$ cat src/rtl/spi_cs_pkg.sv
package spi_cs_pkg;
  typedef enum logic [2:0] {
    ST_IDLE,
    ST_SETUP,
    ST_CLOCK,
    ST_HOLD,
    ST_PARK,
    ST_GAP,
    ST_INACT
  } seq_state_e;

  localparam logic [2:0] A_DIV   = 3'd0;
  localparam logic [2:0] A_CLK   = 3'd1;
  localparam logic [2:0] A_CSID  = 3'd2;
  localparam logic [2:0] A_CSDEF = 3'd3;
  localparam logic [2:0] A_MODE  = 3'd4;
  localparam logic [2:0] A_DLY0  = 3'd5;
  localparam logic [2:0] A_DLY1  = 3'd6;

  localparam logic [1:0] CSM_AUTO = 2'd0;
  localparam logic [1:0] CSM_HOLD = 2'd2;
  localparam logic [1:0] CSM_OFF  = 2'd3;
endpackage

$ cat src/rtl/spi_cfg_regs.sv
module spi_cfg_regs import spi_cs_pkg::*; #(
  parameter int NUM_CS  = 4,
  parameter int DIV_W   = 12,
  parameter int DLY_W   = 8,
  parameter int ID_W    = 2,
  parameter int DIV_RST = 3
) (
  input  logic              clk_i,
  input  logic              rst_ni,
  input  logic              wr_i,
  input  logic [2:0]        addr_i,
  input  logic [31:0]       wdata_i,
  output logic [31:0]       rdata_o,
  output logic [DIV_W-1:0]  div_o,
  output logic              cpol_o,
  output logic              cpha_o,
  output logic [ID_W-1:0]   csid_o,
  output logic [NUM_CS-1:0] csdef_o,
  output logic [1:0]        mode_o,
  output logic [DLY_W-1:0]  cssck_o,
  output logic [DLY_W-1:0]  sckcs_o,
  output logic [DLY_W-1:0]  intercs_o,
  output logic [DLY_W-1:0]  interxfr_o
);
  logic unused_wdata;
  assign unused_wdata = ^wdata_i;

  always_ff @(posedge clk_i or negedge rst_ni) begin
    if (!rst_ni) begin
      div_o      <= DIV_W'(DIV_RST);
      cpol_o     <= 1'b0;
      cpha_o     <= 1'b0;
      csid_o     <= '0;
      csdef_o    <= '1;
      mode_o     <= CSM_AUTO;
      cssck_o    <= DLY_W'(1);
      sckcs_o    <= DLY_W'(1);
      intercs_o  <= DLY_W'(1);
      interxfr_o <= '0;
    end else if (wr_i) begin
      case (addr_i)
        A_DIV:   div_o <= wdata_i[DIV_W-1:0];
        A_CLK:   {cpol_o, cpha_o} <= wdata_i[1:0];
        A_CSID:  csid_o <= wdata_i[ID_W-1:0];
        A_CSDEF: csdef_o <= wdata_i[NUM_CS-1:0];
        A_MODE:  mode_o <= wdata_i[1:0];
        A_DLY0: begin
          cssck_o <= wdata_i[DLY_W-1:0];
          sckcs_o <= wdata_i[16 +: DLY_W];
        end
        A_DLY1: begin
          intercs_o  <= wdata_i[DLY_W-1:0];
          interxfr_o <= wdata_i[16 +: DLY_W];
        end
        default: ;
      endcase
    end
  end

  always_comb begin
    rdata_o = '0;
    case (addr_i)
      A_DIV:   rdata_o[DIV_W-1:0] = div_o;
      A_CLK:   rdata_o[1:0] = {cpol_o, cpha_o};
      A_CSID:  rdata_o[ID_W-1:0] = csid_o;
      A_CSDEF: rdata_o[NUM_CS-1:0] = csdef_o;
      A_MODE:  rdata_o[1:0] = mode_o;
      A_DLY0: begin
        rdata_o[DLY_W-1:0]  = cssck_o;
        rdata_o[16 +: DLY_W] = sckcs_o;
      end
      A_DLY1: begin
        rdata_o[DLY_W-1:0]  = intercs_o;
        rdata_o[16 +: DLY_W] = interxfr_o;
      end
      default: ;
    endcase
  end
endmodule

$ cat src/rtl/spi_sck_prescale.sv
module spi_sck_prescale #(
  parameter int DIV_W = 12
) (
  input  logic             clk_i,
  input  logic             rst_ni,
  input  logic             en_i,
  input  logic [DIV_W-1:0] div_i,
  output logic             tick_o
);
  logic [DIV_W-1:0] cnt_q;

  assign tick_o = en_i && (cnt_q == div_i);

  // restarts whenever the sequencer is parked, so phases start aligned
  always_ff @(posedge clk_i or negedge rst_ni) begin
    if (!rst_ni)                cnt_q <= '0;
    else if (!en_i || tick_o)   cnt_q <= '0;
    else                        cnt_q <= cnt_q + DIV_W'(1);
  end
endmodule

$ cat src/rtl/spi_cs_drive.sv
module spi_cs_drive import spi_cs_pkg::*; #(
  parameter int NUM_CS = 4,
  parameter int ID_W   = 2
) (
  input  logic              active_i,
  input  logic [1:0]        mode_i,
  input  logic [ID_W-1:0]   csid_i,
  input  logic [NUM_CS-1:0] csdef_i,
  output logic [NUM_CS-1:0] cs_o
);
  logic drive;
  assign drive = active_i && (mode_i != CSM_OFF);

  for (genvar g = 0; g < NUM_CS; g++) begin : g_line
    assign cs_o[g] = csdef_i[g] ^ (drive && (csid_i == ID_W'(g)));
  end
endmodule

$ cat src/rtl/spi_cs_timer.sv
module spi_cs_timer import spi_cs_pkg::*; #(
  parameter int NUM_CS  = 4,
  parameter int DIV_W   = 12,
  parameter int DLY_W   = 8,
  parameter int LEN_W   = 4,
  parameter int DIV_RST = 3
) (
  input  logic              clk_i,
  input  logic              rst_ni,
  input  logic              reg_wr_i,
  input  logic [2:0]        reg_addr_i,
  input  logic [31:0]       reg_wdata_i,
  output logic [31:0]       reg_rdata_o,
  input  logic              frame_req_i,
  input  logic [LEN_W-1:0]  frame_len_i,
  output logic              frame_ack_o,
  output logic              bit_tick_o,
  output logic              sck_o,
  output logic [NUM_CS-1:0] cs_o
);
  localparam int ID_W  = (NUM_CS > 1) ? $clog2(NUM_CS) : 1;
  localparam int CNT_W = ((DLY_W > LEN_W + 1) ? DLY_W : LEN_W + 1) + 1;

  logic [DIV_W-1:0]  sck_div;
  logic              cpol, cpha;
  logic [ID_W-1:0]   cs_id;
  logic [NUM_CS-1:0] cs_def;
  logic [1:0]        cs_mode;
  logic [DLY_W-1:0]  d_cssck, d_sckcs, d_intercs, d_interxfr;

  spi_cfg_regs #(
    .NUM_CS(NUM_CS), .DIV_W(DIV_W), .DLY_W(DLY_W), .ID_W(ID_W), .DIV_RST(DIV_RST)
  ) u_regs (
    .clk_i, .rst_ni,
    .wr_i(reg_wr_i), .addr_i(reg_addr_i), .wdata_i(reg_wdata_i), .rdata_o(reg_rdata_o),
    .div_o(sck_div), .cpol_o(cpol), .cpha_o(cpha), .csid_o(cs_id), .csdef_o(cs_def),
    .mode_o(cs_mode), .cssck_o(d_cssck), .sckcs_o(d_sckcs),
    .intercs_o(d_intercs), .interxfr_o(d_interxfr)
  );

  seq_state_e       st_q, st_d, after_hold, release_st;
  logic [CNT_W-1:0] hcnt_q, target;
  logic [LEN_W-1:0] len_q;
  logic [LEN_W:0]   nbits;
  logic             sck_q, tick, half_en, last_tick, accept, cs_act, seq_idle;

  assign half_en = (st_q != ST_IDLE) && (st_q != ST_PARK);

  spi_sck_prescale #(.DIV_W(DIV_W)) u_pre (
    .clk_i, .rst_ni, .en_i(half_en), .div_i(sck_div), .tick_o(tick)
  );

  assign nbits = (len_q == '0) ? {1'b1, {LEN_W{1'b0}}} : {1'b0, len_q};

  // phase lengths in half periods
  always_comb begin
    target = '0;
    case (st_q)
      ST_SETUP: target = CNT_W'({d_cssck, 1'b0});
      ST_CLOCK: target = CNT_W'({nbits, 1'b0});
      ST_HOLD:  target = CNT_W'({d_sckcs, 1'b0});
      ST_GAP:   target = CNT_W'({d_interxfr, 1'b0});
      ST_INACT: target = CNT_W'({d_intercs, 1'b0});
      default:  target = '0;
    endcase
  end

  assign last_tick  = tick && (hcnt_q == target - CNT_W'(1));
  assign accept     = frame_req_i &&
                      ((st_q == ST_IDLE) || ((st_q == ST_PARK) && (cs_mode == CSM_HOLD)));
  assign release_st = (d_intercs != '0) ? ST_INACT : ST_IDLE;
  assign after_hold = (cs_mode == CSM_HOLD) ? ST_PARK : release_st;

  always_comb begin
    st_d = st_q;
    case (st_q)
      ST_IDLE:  if (accept) st_d = (d_cssck != '0) ? ST_SETUP : ST_CLOCK;
      ST_SETUP: if (last_tick) st_d = ST_CLOCK;
      ST_CLOCK: if (last_tick) st_d = (d_sckcs != '0) ? ST_HOLD : after_hold;
      ST_HOLD:  if (last_tick) st_d = after_hold;
      ST_PARK: begin
        if (cs_mode != CSM_HOLD) st_d = release_st;
        else if (accept)         st_d = (d_interxfr != '0) ? ST_GAP : ST_CLOCK;
      end
      ST_GAP:   if (last_tick) st_d = ST_CLOCK;
      ST_INACT: if (last_tick) st_d = ST_IDLE;
      default:  st_d = ST_IDLE;
    endcase
  end

  always_ff @(posedge clk_i or negedge rst_ni) begin
    if (!rst_ni) begin
      st_q   <= ST_IDLE;
      hcnt_q <= '0;
      len_q  <= '0;
      sck_q  <= 1'b0;
    end else begin
      st_q <= st_d;
      if (st_d != st_q) hcnt_q <= '0;
      else if (tick)    hcnt_q <= hcnt_q + CNT_W'(1);
      if (accept) len_q <= frame_len_i;
      if (st_q != ST_CLOCK) sck_q <= cpol;
      else if (tick)        sck_q <= ~sck_q;
    end
  end

  // even half-period index = leading edge of the period
  assign bit_tick_o  = (st_q == ST_CLOCK) && tick && (hcnt_q[0] == cpha);
  assign frame_ack_o = accept;
  assign sck_o       = sck_q;
  assign seq_idle    = (st_q == ST_IDLE);
  assign cs_act      = (st_q == ST_SETUP) || (st_q == ST_CLOCK) || (st_q == ST_HOLD) ||
                       (st_q == ST_PARK) || (st_q == ST_GAP);

  spi_cs_drive #(.NUM_CS(NUM_CS), .ID_W(ID_W)) u_cs (
    .active_i(cs_act), .mode_i(cs_mode), .csid_i(cs_id), .csdef_i(cs_def), .cs_o(cs_o)
  );
endmodule

$ cat config.mk
export PLATFORM = sky130hd
export DESIGN_NAME = spi_cs_timer
export DESIGN_NICKNAME = d
export VERILOG_FILES = /design/src/rtl/spi_cs_pkg.sv /design/src/rtl/spi_cfg_regs.sv /design/src/rtl/spi_sck_prescale.sv /design/src/rtl/spi_cs_drive.sv /design/src/rtl/spi_cs_timer.sv
export SDC_FILE = /design/constraint.sdc
export NUM_CORES = 1
export LEC_CHECK = 0
export BUFFER_PORTS_ARGS = -buffer_cell sky130_fd_sc_hd__buf_2
export CELL_PAD_IN_SITES_DETAIL_PLACEMENT = 1
export CELL_PAD_IN_SITES_GLOBAL_PLACEMENT = 1
export CORE_MARGIN = 4
export CORE_UTILIZATION = 27
export DETAILED_ROUTE_END_ITERATION = 10
export GPL_TIMING_DRIVEN = 0
export HOLD_SLACK_MARGIN = 0.03
export PLACE_DENSITY_LB_ADDON = 0.25
export SLEW_MARGIN = 20
export SYNTH_ARGS = -nofsm -noshare
export SYNTH_HDL_FRONTEND = slang
export SYNTH_SLANG_ARGS = --single-unit
$ cat constraint.sdc
create_clock -name clk_i -period 5.75 [get_ports clk_i]
set_clock_uncertainty 0.1 [all_clocks]
set_input_delay 0.2875 -clock clk_i [delete_from_list [all_inputs] [get_ports clk_i]]
set_output_delay 0.2875 -clock clk_i [all_outputs]
set_load 0.01 [all_outputs]
==> run metrics <==
ANT nets after route=0; DR pass1 iterations=4; capturing element type of the critical path=register; fmax=294 MHz; Rows=49; minimum clock period=3.40 ns; Yosys warnings=0; Critical R2R Capture=st_q[2]; r2r setup slk=2.35 ns; number of enable flip-flop cells after synthesis=0; post-synthesis mux area share=18.2%; dpl ws=2.39 ns; CTS Root Cell=clkbuf_16; RSZ-0062 raised after global routing=false; largest family of logic cells by synthesized area=multiplexers; global route overflow=0; drt via density=5.09; Final setup viols=0; Worst-Margin Slew=0.920 ns; share of layout cells above drive strength 1=31.4%; Cell Area, Synth=5100 um2; crit-path max FO=10; Synth Register Bits=83; VDD IR max=0.141 mV; hold path cells=2; Slowest-stage cell, CP=or4_4; Crit Path Class=reg2reg; vias in the first global route=4,298; Chip Height=145 um; cells resized by post-CTS repair=0; WHS Endpoint=len_q[0]; total core area=18,300 um2; PortBufs=55; LEAKAGE=2.62 nW; Total Nets Final=604; max-cap violation count=0; Worst slew margin=38.2%; HP Class=in2reg; Setup Total Neg Slack=0 ns; Clock Latency Late Sink=0.35 ns; CP Cell Sequence=buf_2, buf_2, buf_2, a221o_1, nand2_1, ha_1, nand4_1, or4_4, a2111oi_0, a31oi_1, o21ai_1, o211ai_2; Synth Area in Compound Gates=10.7%; first-pass GRT wire length=24,900 um; # DRC=0; GP Congestion=0.854; GRT Overall Usage=14.8%; initial core utilization=27.9%; Post-Syn Instances=479; detailed placement HPWL=12,100 um; Avg WL per Cell=19.2 um; Post-Synth XOR/XNOR Area=7.49%; Adder-Cell Fraction of Synth Area=0.737%; reg2reg start=st_q[1]; register area share after synthesis=41.0%; Reg2Reg Depth=12; Final period util=59.1%; Synth Area in Simple Gates=17.4%; Required @ worst endpoint=5.88 ns; hold wc startpoint=frame_len_i[0]; n_diodes=0; CP most frequent cell=buf_2; cts bufs inserted=9; Unique masters post-synth=65; clock slew at reported path FFs=0.06 ns; critical path's largest stage delay=0.58 ns; die area=21,100 um2; Crit path arrival time=3.52 ns; WL final=15,200 um; clock buffer depth=2; area grow syn2layout=18.8%; drt initial violations=118; CTS tree=done; detailed-route via count=4,029; Synth Flop Type=dfrtp_1; Boundary Pins=82; initial antenna violation count=0; Pwr Density=367 nW/um2; fin. max-slew vios=0; Clock Sinks=83; DIE WIDTH=145 um; status=finished, final reports clean; FFs w/ async S/R, synth=100%; largest net degree at the start of global routing=54; Avg Cell Area, Syn=10.6 um2; critical path startpoint category=register; H-tree levels=3; final hold viol count=0; worst setup margin=2.35 ns
## routing by layer
layer | track usage [%] | part of all wire, % | routed length, um | vias to the layer above
met5 | 0 | 0 | 0 | -
met4 | 4.51 | 1.4 | 221 | 0
met3 | 2.62 | 2.9 | 436 | 16
met2 | 24.5 | 49 | 7390 | 76
met1 | 19.9 | 47 | 7190 | 2037
li1 | - | - | - | 1900
## how the worst max path moves through the flow
stage | cells after the start | startpoint | endpoint
after floorplan | 12 | st_q[1] | st_q[2]
after global placement | 12 | st_q[1] | hcnt_q[8]
after detailed placement | 12 | st_q[1] | hcnt_q[1]
after CTS | 12 | st_q[1] | hcnt_q[1]
after global routing | 12 | st_q[1] | hcnt_q[1]
final | 12 | st_q[1] | st_q[2]
## area by class of cell
type	instances	area (um2)
fill	2079	12200
multi-input combinational	367	2830
sequential	83	2090
timing repair buffer	57	315
tap	229	287
clock buffer	11	253
buffer	35	204
clock inverter	5	60.1
inverter	5	18.8
## where the power goes
| group | leakage, nW | switching [W] | internal [W] | total, W |
|---|---|---|---|---|
| logic | 1.45 | 0.000355 | 0.000348 | 0.000703 |
| registers | 1.01 | 0.000170 | 0.000728 | 0.000899 |
| clock network | 0.157 | 0.000256 | 0.000363 | 0.000619 |
## stage by stage
step / cell area [um2] / total power, W / std cells / hold WS [ns] / util, %
6_report: 6050 / 0.00222 / 792 / 0.0674 / 33.1
5_1_grt: 6050 / 0.00237 / 792 / 0.0632 / 33.1
4_1_cts: 6050 / 0.00225 / 792 / 0.0553 / 33.1
3_5_place_dp: 5730 / 0.00162 / 775 / 0.174 / 31.4
3_3_place_gp: 5700 / 0.00159 / 774 / 0.419 / 31.2
2_1_floorplan: 5140 / 0.00137 / 490 / -0.108 / -
## registers in the layout, indices dropped and copies added (netlist names)
signal,cells
u_pre.cnt_q,12
u_regs.div_o,12
hcnt_q,9
u_regs.cssck_o,8
u_regs.intercs_o,8
u_regs.interxfr_o,8
u_regs.sckcs_o,8
len_q,4
u_regs.csdef_o,4
st_q,3
u_regs.csid_o,2
u_regs.mode_o,2
sck_o,1
u_regs.cpha_o,1
u_regs.cpol_o,1
## critical path: cells and delay by family, from the launching register on
| family | cells | cell delay [ns] |
|---|---|---|
| and+or+nand+nor | 3 | 0.82 |
| DFF | 1 | 0.36 |
| AOI/OAI and AO/OA | 5 | 1.21 |
| adders and majority gates | 1 | 0.20 |
| buffers and inverters | 3 | 0.58 |
## repair_timing
item / in CTS / in global routing
hold buffers: 1 / 0
setup endpoints to repair: 0 / 0
hold endpoints to repair: 30 / 0
buffers inserted: 0 / 0
## cells in the mapped netlist (11+ instances only)
cell	count	area share (%)
buf_4	14	2.1
clkbuf_1	11	0.81
dfrtp_1	74	36
mux2_2	63	14
nand2_1	22	1.6
nand3_1	20	2.0
nor2_1	31	2.3
nor2b_1	15	1.8
xnor2_1	24	4.1
xor2_1	17	2.9
## cells in the final DEF (no fill, tap or decap), drive strengths merged, types with 11 or more instances in the layout
| cell | n |
|---|---|
| nor2 | 31 |
| nor2b | 15 |
| conb | 12 |
| xor2 | 17 |
| dfrtp | 74 |
| xnor2 | 24 |
| clkbuf | 22 |
| mux2 | 65 |
| a21oi | 11 |
| nand2 | 22 |
| nand3 | 20 |
| buf | 80 |
## logic make-up after synthesis
family,after synthesis
compound gates,73
simple gates,158
xor+xnor,42
buf+inv,40
fa+ha+maj,3
other cells,1
mux,79
flops,83
Power figures use the tool's default switching activity.
